[src/rtl/brg_seq_pkg.sv]
package brg_seq_pkg;

  typedef enum logic [2:0] {
    S_BOOT,
    S_INIT,
    S_IDLE,
    S_PREQ,
    S_PCHK,
    S_TX,
    S_RREQ,
    S_RCAP
  } seq_state_t;

endpackage

[src/rtl/brg_init_table.sv]
module brg_init_table #(
  parameter int AW = 8,
  parameter int DW = 8,
  parameter int N  = 4,
  localparam int IW = (N > 1) ? $clog2(N) : 1
) (
  input  logic [IW-1:0] idx,
  output logic [AW-1:0] ofs,
  output logic [DW-1:0] val
);

  // start-up configuration writes, issued in index order
  always_comb begin
    case (idx)
      IW'(0):  begin ofs = AW'(8'h00); val = DW'(8'h07); end
      IW'(1):  begin ofs = AW'(8'h01); val = DW'(8'h00); end
      IW'(2):  begin ofs = AW'(8'h03); val = DW'(8'h0D); end
      IW'(3):  begin ofs = AW'(8'h02); val = DW'(8'h07); end
      default: begin ofs = '0;         val = '0;         end
    endcase
  end

endmodule

[src/rtl/brg_poll_timer.sv]
module brg_poll_timer #(
  parameter int TW = 16
) (
  input  logic          clk,
  input  logic          rst,
  input  logic          clr,
  input  logic          inc,
  input  logic [TW-1:0] limit,
  output logic          expired
);

  logic [TW-1:0] misses;

  always_ff @(posedge clk) begin
    if (rst || clr) misses <= '0;
    else if (inc)   misses <= misses + TW'(1);
  end

  // true once 'limit' not-ready replies have already been seen
  assign expired = (misses == limit);

endmodule

[src/rtl/brg_byte_pack.sv]
module brg_byte_pack #(
  parameter int DW   = 8,
  parameter int MAXB = 8,
  parameter int RSPB = 8,
  parameter int CW   = 4,
  localparam int WW  = MAXB * DW,
  localparam int RW  = RSPB * DW
) (
  input  logic          clk,
  input  logic          rst,
  input  logic          load,
  input  logic [WW-1:0] load_data,
  input  logic [CW-1:0] load_n,
  input  logic          shift,
  output logic [DW-1:0] tx_byte,
  input  logic          cap,
  input  logic [DW-1:0] cap_byte,
  output logic [RW-1:0] acc_next
);

  logic [WW-1:0]    tx_sr;
  logic [RW-DW-1:0] acc;

  always_ff @(posedge clk) begin
    if (rst) begin
      tx_sr <= '0;
    end else if (load) begin
      // left-align the used bytes so the most significant leaves first
      tx_sr <= load_data << (DW * (MAXB - int'(load_n)));
    end else if (shift) begin
      tx_sr <= tx_sr << DW;
    end
  end

  always_ff @(posedge clk) begin
    if (rst || load) acc <= '0;
    else if (cap)    acc <= acc_next[RW-DW-1:0];
  end

  assign tx_byte  = tx_sr[WW-1 -: DW];
  assign acc_next = {acc, cap_byte};

endmodule

[src/rtl/brg_cmd_seq.sv]
module brg_cmd_seq
  import brg_seq_pkg::*;
#(
  parameter int AW       = 8,
  parameter int DW       = 8,
  parameter int MAXB     = 8,
  parameter int RSPB     = 8,
  parameter int TW       = 16,
  parameter int LW       = 4,
  parameter int NINIT    = 4,
  parameter logic [AW-1:0] XFER_OFS = 8'h00,
  parameter logic [AW-1:0] STAT_OFS = 8'h05,
  parameter int TX_BIT   = 7,
  parameter int RX_BIT   = 0
) (
  input  logic                 clk,
  input  logic                 rst,
  input  logic                 cmd_valid,
  input  logic                 cmd_is_read,
  input  logic [DW-1:0]        cmd_addr,
  input  logic [LW-1:0]        cmd_len,
  input  logic [LW-1:0]        cmd_req_len,
  input  logic [MAXB*DW-1:0]   cmd_data,
  input  logic [TW-1:0]        poll_limit,
  output logic                 busy,
  output logic                 done,
  output logic [RSPB*DW-1:0]   rsp_data,
  output logic                 timeout_err,
  output logic [AW-1:0]        bus_addr,
  output logic [DW-1:0]        bus_wdata,
  output logic                 bus_we,
  output logic                 bus_re,
  input  logic [DW-1:0]        bus_rdata
);

  localparam int WW  = MAXB * DW;
  localparam int RW  = RSPB * DW;
  localparam int CW  = $clog2(MAXB + 2);
  localparam int RCW = $clog2(RSPB + 1);
  localparam int IW  = (NINIT > 1) ? $clog2(NINIT) : 1;

  seq_state_t st, st_n;

  logic [IW-1:0]  init_idx, init_idx_n;
  logic [AW-1:0]  ini_ofs;
  logic [DW-1:0]  ini_val;
  logic [DW-1:0]  addr_r;
  logic           is_rd;
  logic           first;
  logic [CW-1:0]  tx_left;
  logic [RCW-1:0] rx_left;
  logic [TW-1:0]  lim_r;
  logic [CW-1:0]  n_eff;
  logic [LW-1:0]  len_sel;
  logic           ready;
  logic           tmr_exp;
  logic           accept;
  logic [DW-1:0]  tx_byte;
  logic [RW-1:0]  acc_next;
  logic           boot_phase;

  // ---------------------------------------------------------------
  // byte count clamp for the incoming command
  // ---------------------------------------------------------------
  always_comb begin
    len_sel = cmd_is_read ? cmd_req_len : cmd_len;
    if (int'(len_sel) > MAXB)
      n_eff = CW'(MAXB);
    else if (!cmd_is_read && (len_sel == '0))
      n_eff = CW'(MAXB);
    else
      n_eff = CW'(len_sel);
  end

  assign accept     = (st == S_IDLE) && cmd_valid;
  assign ready      = (tx_left != '0) ? bus_rdata[TX_BIT] : bus_rdata[RX_BIT];
  assign init_idx_n = (st == S_INIT) ? init_idx + IW'(1) : '0;
  assign boot_phase = (st == S_BOOT) || (st == S_INIT);

  brg_init_table #(.AW(AW), .DW(DW), .N(NINIT)) u_init (
    .idx (init_idx_n),
    .ofs (ini_ofs),
    .val (ini_val)
  );

  brg_poll_timer #(.TW(TW)) u_tmr (
    .clk     (clk),
    .rst     (rst),
    .clr     (!((st == S_PREQ) || (st == S_PCHK))),
    .inc     ((st == S_PCHK) && !ready),
    .limit   (lim_r),
    .expired (tmr_exp)
  );

  brg_byte_pack #(.DW(DW), .MAXB(MAXB), .RSPB(RSPB), .CW(CW)) u_pack (
    .clk       (clk),
    .rst       (rst),
    .load      (accept),
    .load_data (cmd_data),
    .load_n    (n_eff),
    .shift     ((st == S_TX) && !first),
    .tx_byte   (tx_byte),
    .cap       ((st == S_RCAP) && is_rd),
    .cap_byte  (bus_rdata),
    .acc_next  (acc_next)
  );

  // ---------------------------------------------------------------
  // next state
  // ---------------------------------------------------------------
  always_comb begin
    st_n = st;
    case (st)
      S_BOOT: st_n = S_INIT;
      S_INIT: st_n = (init_idx == IW'(NINIT - 1)) ? S_IDLE : S_INIT;
      S_IDLE: if (cmd_valid) st_n = S_PREQ;
      S_PREQ: st_n = S_PCHK;
      S_PCHK: begin
        if (ready)        st_n = (tx_left != '0) ? S_TX : S_RREQ;
        else if (tmr_exp) st_n = S_IDLE;
        else              st_n = S_PREQ;
      end
      S_TX:   st_n = S_PREQ;
      S_RREQ: st_n = S_RCAP;
      S_RCAP: st_n = (rx_left == RCW'(1)) ? S_IDLE : S_PREQ;
      default: st_n = S_IDLE;
    endcase
  end

  // ---------------------------------------------------------------
  // state, registered bus outputs and command context
  // ---------------------------------------------------------------
  always_ff @(posedge clk) begin
    if (rst) begin
      st          <= S_BOOT;
      init_idx    <= '0;
      bus_we      <= 1'b0;
      bus_re      <= 1'b0;
      bus_addr    <= '0;
      bus_wdata   <= '0;
      busy        <= 1'b1;
      done        <= 1'b0;
      timeout_err <= 1'b0;
      rsp_data    <= '0;
      addr_r      <= '0;
      is_rd       <= 1'b0;
      first       <= 1'b0;
      tx_left     <= '0;
      rx_left     <= '0;
      lim_r       <= '0;
    end else begin
      st     <= st_n;
      done   <= 1'b0;
      bus_we <= (st_n == S_INIT) || (st_n == S_TX);
      bus_re <= (st_n == S_PREQ) || (st_n == S_RREQ);

      case (st_n)
        S_INIT: begin
          bus_addr  <= ini_ofs;
          bus_wdata <= ini_val;
          init_idx  <= init_idx_n;
        end
        S_TX: begin
          bus_addr  <= XFER_OFS;
          bus_wdata <= first ? addr_r : tx_byte;
        end
        S_PREQ:  bus_addr <= STAT_OFS;
        S_RREQ:  bus_addr <= XFER_OFS;
        default: ;
      endcase

      case (st)
        S_INIT: if (st_n == S_IDLE) busy <= 1'b0;
        S_IDLE: if (cmd_valid) begin
          busy    <= 1'b1;
          addr_r  <= cmd_addr;
          is_rd   <= cmd_is_read;
          first   <= 1'b1;
          tx_left <= n_eff + CW'(1);
          rx_left <= cmd_is_read ? RCW'(RSPB) : RCW'(1);
          lim_r   <= poll_limit;
        end
        S_PCHK: if (!ready && tmr_exp) begin
          timeout_err <= 1'b1;
          busy        <= 1'b0;
        end
        S_TX: begin
          first   <= 1'b0;
          tx_left <= tx_left - CW'(1);
        end
        S_RCAP: begin
          rx_left <= rx_left - RCW'(1);
          if (rx_left == RCW'(1)) begin
            done <= 1'b1;
            busy <= 1'b0;
            if (is_rd) rsp_data <= acc_next;
          end
        end
        default: ;
      endcase
    end
  end

endmodule

[config.mk]
export PLATFORM = sky130hd
export DESIGN_NAME = brg_cmd_seq
export DESIGN_NICKNAME = d
export VERILOG_FILES = /design/src/rtl/brg_seq_pkg.sv /design/src/rtl/brg_init_table.sv /design/src/rtl/brg_poll_timer.sv /design/src/rtl/brg_byte_pack.sv /design/src/rtl/brg_cmd_seq.sv
export SDC_FILE = /design/constraint.sdc
export NUM_CORES = 1
export LEC_CHECK = 0
export ABC_AREA = 1
export BUFFER_PORTS_ARGS = -buffer_cell sky130_fd_sc_hd__buf_2
export CAP_MARGIN = 0
export CORE_MARGIN = 2
export CORE_UTILIZATION = 55
export DETAILED_ROUTE_END_ITERATION = 16
export GPL_ROUTABILITY_DRIVEN = 0
export PLACE_DENSITY = 0.77
export SYNTH_ARGS = -nofsm -noshare
export SYNTH_HDL_FRONTEND = slang
export SYNTH_HIERARCHICAL = 1
export SYNTH_SLANG_ARGS = --single-unit
[constraint.sdc]
create_clock -name clk -period 4.1 [get_ports clk]
set_input_delay 0.82 -clock clk [delete_from_list [all_inputs] [get_ports clk]]
set_output_delay 0.82 -clock clk [all_outputs]
set_load 0.02 [all_outputs]
## Word-level counts from Yosys, hierarchy flattened

Cells that the tools add are included.

- Bits in registers: 260
- Input port bits: 108

- Add/subtract/negate cells: 6
- $lt $le $gt $ge: 1
- Eq/ne operators: 22
- Shifts and indexed selects: 1
- Muxes and demuxes: 31
- Bitwise operators: 1
- Reduce and logical (&&, ||, !) cells: 34

Operators by type and width:

| cell | number |
|---|---|
| 2-to-1 mux 64 bit | 2 |
| left shift 64 x 32 -> 64 bit | 1 |
| case mux 8 bit (3 select lines) | 2 |
| case mux 8 bit (4 select lines) | 1 |
| 2-to-1 mux 4 bit | 6 |
| case mux 3 bit (8 select lines) | 1 |
| == test 3 bit, second input constant | 6 |
| adder 16 x 1 -> 16 bit, second input constant | 1 |
| == test 16 bit | 1 |
| case mux 4 bit (2 select lines) | 2 |
| case mux 8 bit (2 select lines) | 1 |
| == test 3 x 2 -> 1 bit, second input constant | 4 |
| 2-to-1 mux 1 bit | 8 |
| 2-to-1 mux 8 bit | 1 |
| AND reduction 2 bit | 4 |
| nonzero test 2 bit | 4 |
| nonzero test 4 bit | 2 |
| subtractor 4 x 1 -> 4 bit, second input constant | 2 |
| == test 2 bit, second input constant | 3 |
| == test 3 x 1 -> 1 bit, second input constant | 2 |
| logical AND 1 bit | 6 |
| 2-to-1 mux 2 bit | 3 |
| 2-to-1 mux 3 bit | 2 |
| != test 2 x 1 -> 1 bit, second input constant | 3 |
| 19 further kinds | 28 |

## Depth between registers and ports, before layout

Gate-level depths: netlist (run 1).

- Depth after elaboration: 8
- Gate-level depth with buffers: 23

## Hierarchy

The synthesis (run 1) kept the hierarchy.

By module, submodules not included:

| module | times used | cells an instance | area each (sq um) | seq. area each (sq um) |
|---|---|---|---|---|
| brg_byte_pack | 1 | 1055 | 6732.7 | 2402.3 |
| brg_cmd_seq | 1 | 666 | 5022.3 | 2482.4 |
| brg_poll_timer | 1 | 168 | 1074.8 | 320.3 |
| brg_init_table | 1 | 22 | 150.1 | 0.0 |

## Least setup slack after synthesis (run 1)

No wires, ideal clock.

- Path type: input port to flip-flop
- Start: input cmd_is_read
- End: register u_pack.tx_sr[37]
- Setup time: 0.119 ns
- Data arrival time: 3.173 ns
- Data required time: 3.981 ns
- Path slack: 0.807 ns
- Cell stages on the path: 17
- Buffers on the path: 4
- Cell sequence: inv_1 -> or2_1 -> o21ai_0 -> inv_1 -> o21ai_0 -> nand2_1 -> inv_1 -> buf_2 -> inv_4 -> buf_4 -> buf_2 -> ha_1 -> xnor2_4 -> clkbuf_1 -> nand2_1 -> nand3_1 -> a21oi_1

- Longest elaborated chain between the ends: 8
- Elaborated cells between the ends (all ways): 10

RTL lines:

| item | RTL line | text |
|---|---|---|
| start, declared | brg_cmd_seq.sv:19 | `input logic cmd_is_read,` |
| parallel branches: the longest is 4 deep, another holds greater-than comparator 4 bit | -- |  |
| 2-to-1 mux 4 bit * | brg_cmd_seq.sv:67 | `if (int'(len_sel) > MAXB)` |
| net n_eff[0] | brg_cmd_seq.sv:53 | `logic [CW-1:0] n_eff;` |
| subtractor 4 x 4 -> 5 bit * | brg_byte_pack.sv:29 | `tx_sr <= load_data << (DW * (MAXB - int'(load_n)));` |
| left shift 64 x 32 -> 64 bit * | brg_byte_pack.sv:29 |  |
| 2-to-1 mux 64 bit * | brg_byte_pack.sv:27 | `end else if (load) begin` |
| end signal, assigned | brg_byte_pack.sv:29 |  |
| end signal, assigned | brg_byte_pack.sv:31 | `tx_sr <= tx_sr << DW;` |
| end, declared | brg_byte_pack.sv:21 | `logic [WW-1:0] tx_sr;` |

Mark *: on every way through the listed nets, which the timed path passes.
A chain may end at the register's enable or synchronous reset.

## Worst setup path in the final report (run 1)

- Start: input cmd_is_read
- End: register u_pack.tx_sr[49]

The elaborated chain is that of the path after synthesis.

==> metrics.md, run 1 <==
| Metric | Value |
|---|---|
| Rel. slew slack | 0.227 |
| Final TNS setup | 0 ns |
| Cell Int Power | 4420 µW |
| Syn. warnings | 6 |
| R2R Path End | u_pack/tx_sr[36] |
| DPL Wire Length | about 24 mm |
| Post-route ant nets | 0 |
| Total Routing Usage GR | 0.270 |
| CTS Hold Buffers Added | 0 |
| Hold path depth | 2 |
| Post-CTS setup buffer count | 0 |
| LEAKAGE | roughly 0.0064 µW |
| Sequential fraction of the synthesis area | 0.401 |
| Vias/cell | ~5.4 |
| Flops & latches, synth | 260 |
| Post-synth top area cell | dfxtp_1 |
| Hold Crit Class | reg -> reg |
| H-tree depth | 1 |
| Synth Instances | 1,911 |
| Max IR drop VDD | 0.269 mV |
| Net Sw Frac | 0.257 |
| Fin cells | about 2,400 |
| RSZ-0062 raised after global routing | false |
| Syn_area_per_cell | 6.79 µm² |
| Slew Limit Fails | 0 |
| Nets | roughly 2,100 |
| Distinct cells, synth | 45 |
| Ant diodes | 0 |
| Clk slew on worst S/H paths | approximately 0.060 ns |
| Clock Tree Buf Depth | 3 |
| Die Span X | 158 µm |
| Root buf cell | clkbuf_16 |
| Period utilization | 0.738 |
| Top-area cell type share of the netlist area | 0.401 |
| Die footprint | 24,800 µm² |
| Die Y | 158 µm |
| Initial DRC count | approximately 1,100 |
| CORE AREA | 23,300 µm² |
| Gate power share | 0.121 |
| DR pass1 iterations | 5 |
| Kind of critical path | in -> reg |
| Placed Instances | around 2,300 |
| Share of cells above drive strength 1 | 0.161 |
| Number of global-route vias before repair | roughly 11,000 |
| Mean routed wirelength per cell | approximately 15 µm |
| CP peak stage delay | 0.52 ns |
| GRT Residual Overflow | 0 |
| Worst Path Arrival | 3.51 ns |
| IO Count | 193 |
| CP top delay family | simple AND/OR/NAND/NOR gates |
| Register share of total power | 0.430 |
| Pin count of the biggest net entering global routing | 100 |
| Worst Clk Skew | about 0.0079 ns |
| Critical Path End Type | register |
| Clk_lat worst skew | between 0.5 and 0.6 ns |
| DRT Wirelength | about 35 mm |
| Clock power share | 0.449 |
| First-pass GRT wire length | roughly 55 mm |
| PortBufs | 192 |
| Worst r2r src | st[0] |
| Hold endpoint | addr_r[2] |
| R2r setup slk | 1.36 ns |
| Worst Path Max Fanout | 70 |
| Vias post-DR | between 10,000 and 15,000 |
| Post-synth ARST share | 0 |
| Maxcap violations | 0 |
| Hold path start | addr_r[2] |
| Req. time, crit path | roughly 4.6 ns |
| Initial antenna violation count | 0 |
| Pwr per Cell Area | 401 nW/µm² |
| Most frequent cells in the layout | nand2_1, dfxtp_1, nor2_1 |
| PnR worst setup slack | around 1.1 ns |
| Worst-Margin Slew | between 1 and 1.5 ns |
| Post-synth EDFFs | 0 |
| Area growth syn-to-layout | 14.1% |
| Critical Path, Cell by Cell | buf_2 > inv_1 > or2_1 > o21ai_0 > inv_1 > o21ai_0 > nand2_1 > clkinv_1 > inv_4 > buf_4 > nand2_1 > nand2_2 > nand3_4 > nor2_8 > nand3_1 > nand3_1 > nand2_1 > inv_1 |
| Crit start category | primary input |
| Most common cell after layout, fill and taps aside | nand2_1 |
| Post-CTS Resized | 0 |
| WHS | ~0.45 ns |
| FF-to-FF path depth | 7 |
| Rows | 56 |
| Synth area leaders | dfxtp_1, nand2_1, o21ai_0, nor2_1, nand3_1 |
| Net Sw Power | 1530 µW |
| Total clock sinks | 260 |
| Outcome | finished, final reports clean |
| Finish-stage setup viols | 0 |
| Final Critical Period | 3.02 ns |
| Crit-path slowest cell | buf_4 |
| CTS tree | built |
| Most used flip-flop cell after synthesis | dfxtp_1 |
| Pre-CTS setup slack | 0.566 ns |
| Mapped cell area | 13,000 µm² |
| Buffers & Inverters on Critical Path | 7 |
| Final hold vios | 0 |
| Achievable Freq | about 330 MHz |
| DRC Markers | 0 |
| Starting density of the core | 0.556 |
| Cts bufs inserted | 28 |
-- state kept, by name, summed over array words and instances, names as in the netlist, 2 cells and up --
register	flops
bus_addr	8
addr_r	8
st	3
rx_left	4
tx_left	4
rsp_data	64
u_pack/acc	56
lim_r	16
bus_wdata	8
u_tmr/misses	16
init_idx	2
u_pack/tx_sr	64
-- power groups by stage --
stage	sequential [µW]	clock [µW]	combinational [µW]
detailed placement	2610	0	707
global placement	2610	0	702
CTS	2550	2710	712
finish	2550	2670	721
global route	2550	2790	794
floorplan	2630	0	497
-- per-stage QoR --
step	utilization	instance area, µm²	power [µW]
2_1_floorplan	-	13000	3120
3_3_place_gp	0.592	13800	3310
3_5_place_dp	0.592	13800	3320
4_1_cts	0.635	14800	5980
5_1_grt	0.635	14800	6140
6_report	0.635	14800	5940
-- routing by layer --
metal | up-vias | global-route usage | wire, µm | share of wire
li1 | 6406 | - | - | -
met1 | 5902 | 0.353 | 15200 | 0.43
met2 | 420 | 0.461 | 16700 | 0.48
met3 | 80 | 0.0383 | 2080 | 0.059
met4 | 0 | 0.0818 | 1030 | 0.029
met5 | - | 0 | 0 | 0
-- area by class of cell --
cell class              instances  area [µm²]
clock buffers                  41         870
repair buffers                214        1160
well taps                     319         399
multi-input cells            1391        6580
clock inverters                 7         130
fillers                      2126        8530
flip-flops and latches        260        5200
inverters                     119         455
-- worst min-delay path, cell delays in order (launching register included) --
cell,delay [ns]
dfxtp_1,0.30
inv_1,0.06
a21oi_1,0.05
-- worst max path at each step --
stage                                  end  cells past startpoint         from  slack (ns)
after detailed placement  u_pack/tx_sr[16]                     16  cmd_is_read        0.57
after CTS                 u_pack/tx_sr[16]                     16  cmd_is_read        1.13
after floorplan           u_pack/tx_sr[37]                     17  cmd_is_read        0.81
after global placement    u_pack/tx_sr[13]                     18  cmd_is_read        0.68
after global routing      u_pack/tx_sr[49]                     18  cmd_is_read        0.73
final                     u_pack/tx_sr[49]                     18  cmd_is_read        1.08
-- cell families after synthesis --
logic type / synth area share
AO/OA/AOI/OAI: 0.174
XOR/XNOR: 0.0149
adder cells (fa/ha/maj): 0.00964
buffers and inverters: 0.0949
flip-flops: 0.401
other: 0.000289
AND/OR/NAND/NOR: 0.305
-- cells in the mapped netlist, types with 8 or more instances --
master,count
xnor2_1,14
dfxtp_1,260
inv_1,106
a21oi_2,10
buf_2,24
o21a_1,8
buf_1,14
o211ai_1,9
buf_4,35
nand2_2,20
nand3_1,175
o21ai_0,230
a21oi_1,161
nand4_1,25
clkbuf_1,65
ha_1,10
nor2_1,250
inv_2,8
nand2_1,424
No activity file was read; power rests on OpenSTA's default activity.
==> run 2: changes to the inputs <==
==> constraint.sdc (replaced) <==
create_clock -name clk -period 2.9 [get_ports clk]
set_input_delay 0.58 -clock clk [delete_from_list [all_inputs] [get_ports clk]]
set_output_delay 0.58 -clock clk [all_outputs]
set_load 0.02 [all_outputs]
==> run 2 against run 1 <==
Net effect: via count rose by 0.11%; total power rose by 34%; combinational power rose by 43%; non-clock buffer count rose by 17; first-iteration DRC count rose by 10%; largest cell class unchanged.
==> metrics.md, run 2 (same netlist as run 1, synthesis figures left out) <==
| Metric | Value |
|---|---|
| Multi-input logic area | 6590 µm² (was 6580 µm²) |
| Maxcap violations | 0 (unchanged) |
| Die Y | 158 µm (unchanged) |
| Worst Setup SP | cmd_is_read (unchanged) |
| Most frequent cells in the layout | nand2_1, dfxtp_1, nor2_1 (unchanged) |
| Post-route ant nets | 0 (unchanged) |
| CTS Hold Buffers Added | 0 (unchanged) |
| Worst-Margin Slew | 0.817 ns (was 1.16 ns) |
| Hold path start | poll_limit[3] (was addr_r[2]) |
| CP dominant cell by count | nand2_1 |
| Rel. slew slack | 0.455 (was 0.227) |
| Mean routed wirelength per cell | 14.8 µm (was 14.9 µm) |
| Pin count of the biggest net entering global routing | 100 (unchanged) |
| Crit-path slowest cell | buf_12 (was buf_4) |
| Period utilization | 0.839 |
| Kind of critical path | in -> reg (unchanged) |
| Critical Path End Type | register (unchanged) |
| Instance count on the critical path | 20 (was 18) |
| Number of global-route vias before repair | 11,617 (was 11,493) |
| FF-to-FF path depth | 10 (was 7) |
| Clock Tree Buf Depth | 3 (unchanged) |
| Rows | 56 (unchanged) |
| Die footprint | 24,800 µm² (unchanged) |
| Clk slew on worst S/H paths | 0.06 ns (about the same) |
| Crit start category | primary input (unchanged) |
| Finish-stage setup viols | 0 (unchanged) |
| Fillers | 2,151 (was 2,126) |
| Worst Clk Skew | 0.0130 ns (was 0.00788 ns) |
| Initial antenna violation count | 0 (unchanged) |
| First-pass GRT wire length | 55.3 mm (was 55.1 mm) |
| Req. time, crit path | 3.35 ns (was 4.58 ns) |
| Post-CTS setup buffer count | 0 (unchanged) |
| Cts bufs inserted | 27 (was 28) |
| Critical Path, Cell by Cell | buf_2 > inv_1 > nand2_1 > nand2_1 > inv_1 > nand2_1 > o21ai_0 > nand2_1 > clkinv_1 > inv_4 > ha_4 > nand2_1 > nand2_2 > buf_12 > inv_2 > nor2_4 > nand2_1 > nand3_1 > nand3_1 > a21oi_1 (was buf_2 > inv_1 > or2_1 > o21ai_0 > inv_1 > o21ai_0 > nand2_1 > clkinv_1 > inv_4 > buf_4 > nand2_1 > nand2_2 > nand3_4 > nor2_8 > nand3_1 > nand3_1 > nand2_1 > inv_1) |
| Area growth syn-to-layout | 14.6% (was 14.1%) |
| Achievable Freq | between 400 and 500 MHz |
| Clk_lat worst skew | 0.53 ns (about the same) |
| R2R Path End | u_pack/tx_sr[48] (was u_pack/tx_sr[36]) |
| Biggest regs | rsp_data x64, u_pack/tx_sr x64, u_pack/acc x56 (unchanged) |
| Hold Crit Class | in -> reg (was reg -> reg) |
| Vias post-DR | 12,822 (was 12,808) |
| Placed Instances | 2,320 (was 2,303) |
| Die Span X | 158 µm (unchanged) |
| CP top delay family | simple AND/OR/NAND/NOR gates (unchanged) |
| Initial DRC count | 1,238 (was 1,123) |
| DRT Wirelength | 35.1 mm (was 35.0 mm) |
| Starting density of the core | 0.556 (unchanged) |
| Worst r2r src | st[0] (unchanged) |
| DR pass1 iterations | 6 (was 5) |
| CORE AREA | 23,300 µm² (unchanged) |
| Post-route cell area | 14,900 µm² (was 14,800 µm²) |
| R2r setup slk | 0.47 ns (was 1.36 ns) |
| Post-CTS Resized | 0 (unchanged) |
| Worst Path Arrival | 2.89 ns (was 3.51 ns) |
| Final Critical Period | around 2.4 ns |
| Slew Limit Fails | 0 (unchanged) |
| Vias/cell | 5.41 (was 5.45) |
| Share of cells above drive strength 1 | 0.167 (was 0.161) |
| Root buf cell | clkbuf_16 (unchanged) |
| Critical Path End | u_pack/tx_sr[46] (was u_pack/tx_sr[49]) |
| Util after Layout | 0.637 (was 0.635) |
| Final hold vios | 0 (unchanged) |
| H-tree depth | 1 (unchanged) |
| CP peak stage delay | 0.31 ns (was 0.52 ns) |
| Total Routing Usage GR | 0.271 (was 0.270) |
| LEAKAGE | 0.00639 µW (was 0.00635 µW) |
| Most common cell after layout, fill and taps aside | nand2_1 (unchanged) |
| CTS tree | built (unchanged) |
| Worst Path Max Fanout | 99 (was 70) |
| Max IR drop VDD | 0.396 mV (was 0.269 mV) |
| Buffers & Inverters on Critical Path | 7 (unchanged) |
| Placed cell area | 14,000 µm² (was 13,800 µm²) |
| Outcome | finished, final reports clean (unchanged) |
| Nets | 2,148 (was 2,132) |
| RSZ-0062 raised after global routing | false (unchanged) |
| DPL Wire Length | 23.9 mm (was 23.7 mm) |
| Total clock sinks | 260 (unchanged) |
| PortBufs | 192 (unchanged) |
| Register area | 5200 µm² (unchanged) |
| DRC Markers | 0 (unchanged) |
| GRT Residual Overflow | 0 (unchanged) |
| Fin cells | 2,368 (was 2,351) |
| WHS | 0.308 ns (was 0.454 ns) |
| Pwr per Cell Area | 536 nW/µm² (was 401 nW/µm²) |
| IO Count | 193 (unchanged) |
-- run 2: how the worst min path moves through the flow --
stage,depth (start not counted),endpoint
CTS,3,lim_r[3]
global placement,2,busy
floorplan,2,addr_r[2]
detailed placement,2,busy
finish,3,lim_r[3]
global route,3,lim_r[2]
-- run 2: metrics by stage --
stage,setup slack (ns),total power [µW],TNS (ns)
2_1_floorplan,0.0164,4420,0
5_1_grt,0.210,8270,0
6_report,0.466,7980,0
3_5_place_dp,-0.0229,4700,-0.0702
4_1_cts,0.519,8010,0
3_3_place_gp,0.0605,4690,0
-- run 2: area by class of cell --
| class | count | area share |
|---|---|---|
| Antenna cell | 1 | 0.000168 |
| Clock buffer | 39 | 0.0545 |
| Clock inverter | 8 | 0.00328 |
| Inverter | 119 | 0.0306 |
| Multi-Input combinational cell | 1391 | 0.443 |
| Sequential cell | 260 | 0.350 |
| Tap cell | 319 | 0.0268 |
| Timing Repair Buffer | 231 | 0.0910 |
-- run 2: worst register-to-register path, delay by kind of cell, from the launching register on --
| kind | cells | cell delay, ns |
|---|---|---|
| and+or+nand+nor | 5 | 1.02 |
| buffers and inverters | 3 | 0.62 |
| DFF | 1 | 0.45 |
| AOI/OAI and AO/OA | 2 | 0.22 |
-- run 2: power breakdown --
group	total (µW)	internal, µW	switching, µW
Combinational	1030	340	690
Sequential	3610	3600	14.7
Clock	3340	1930	1410
Total	7980	5860	2110
-- run 2: per-layer routing --
layer	up-vias	GRT usage	share of wire
met5	-	0	0
met4	0	0.0827	0.025
met3	67	0.0318	0.056
met2	423	0.472	0.49
met1	5878	0.351	0.42
li1	6454	-	-
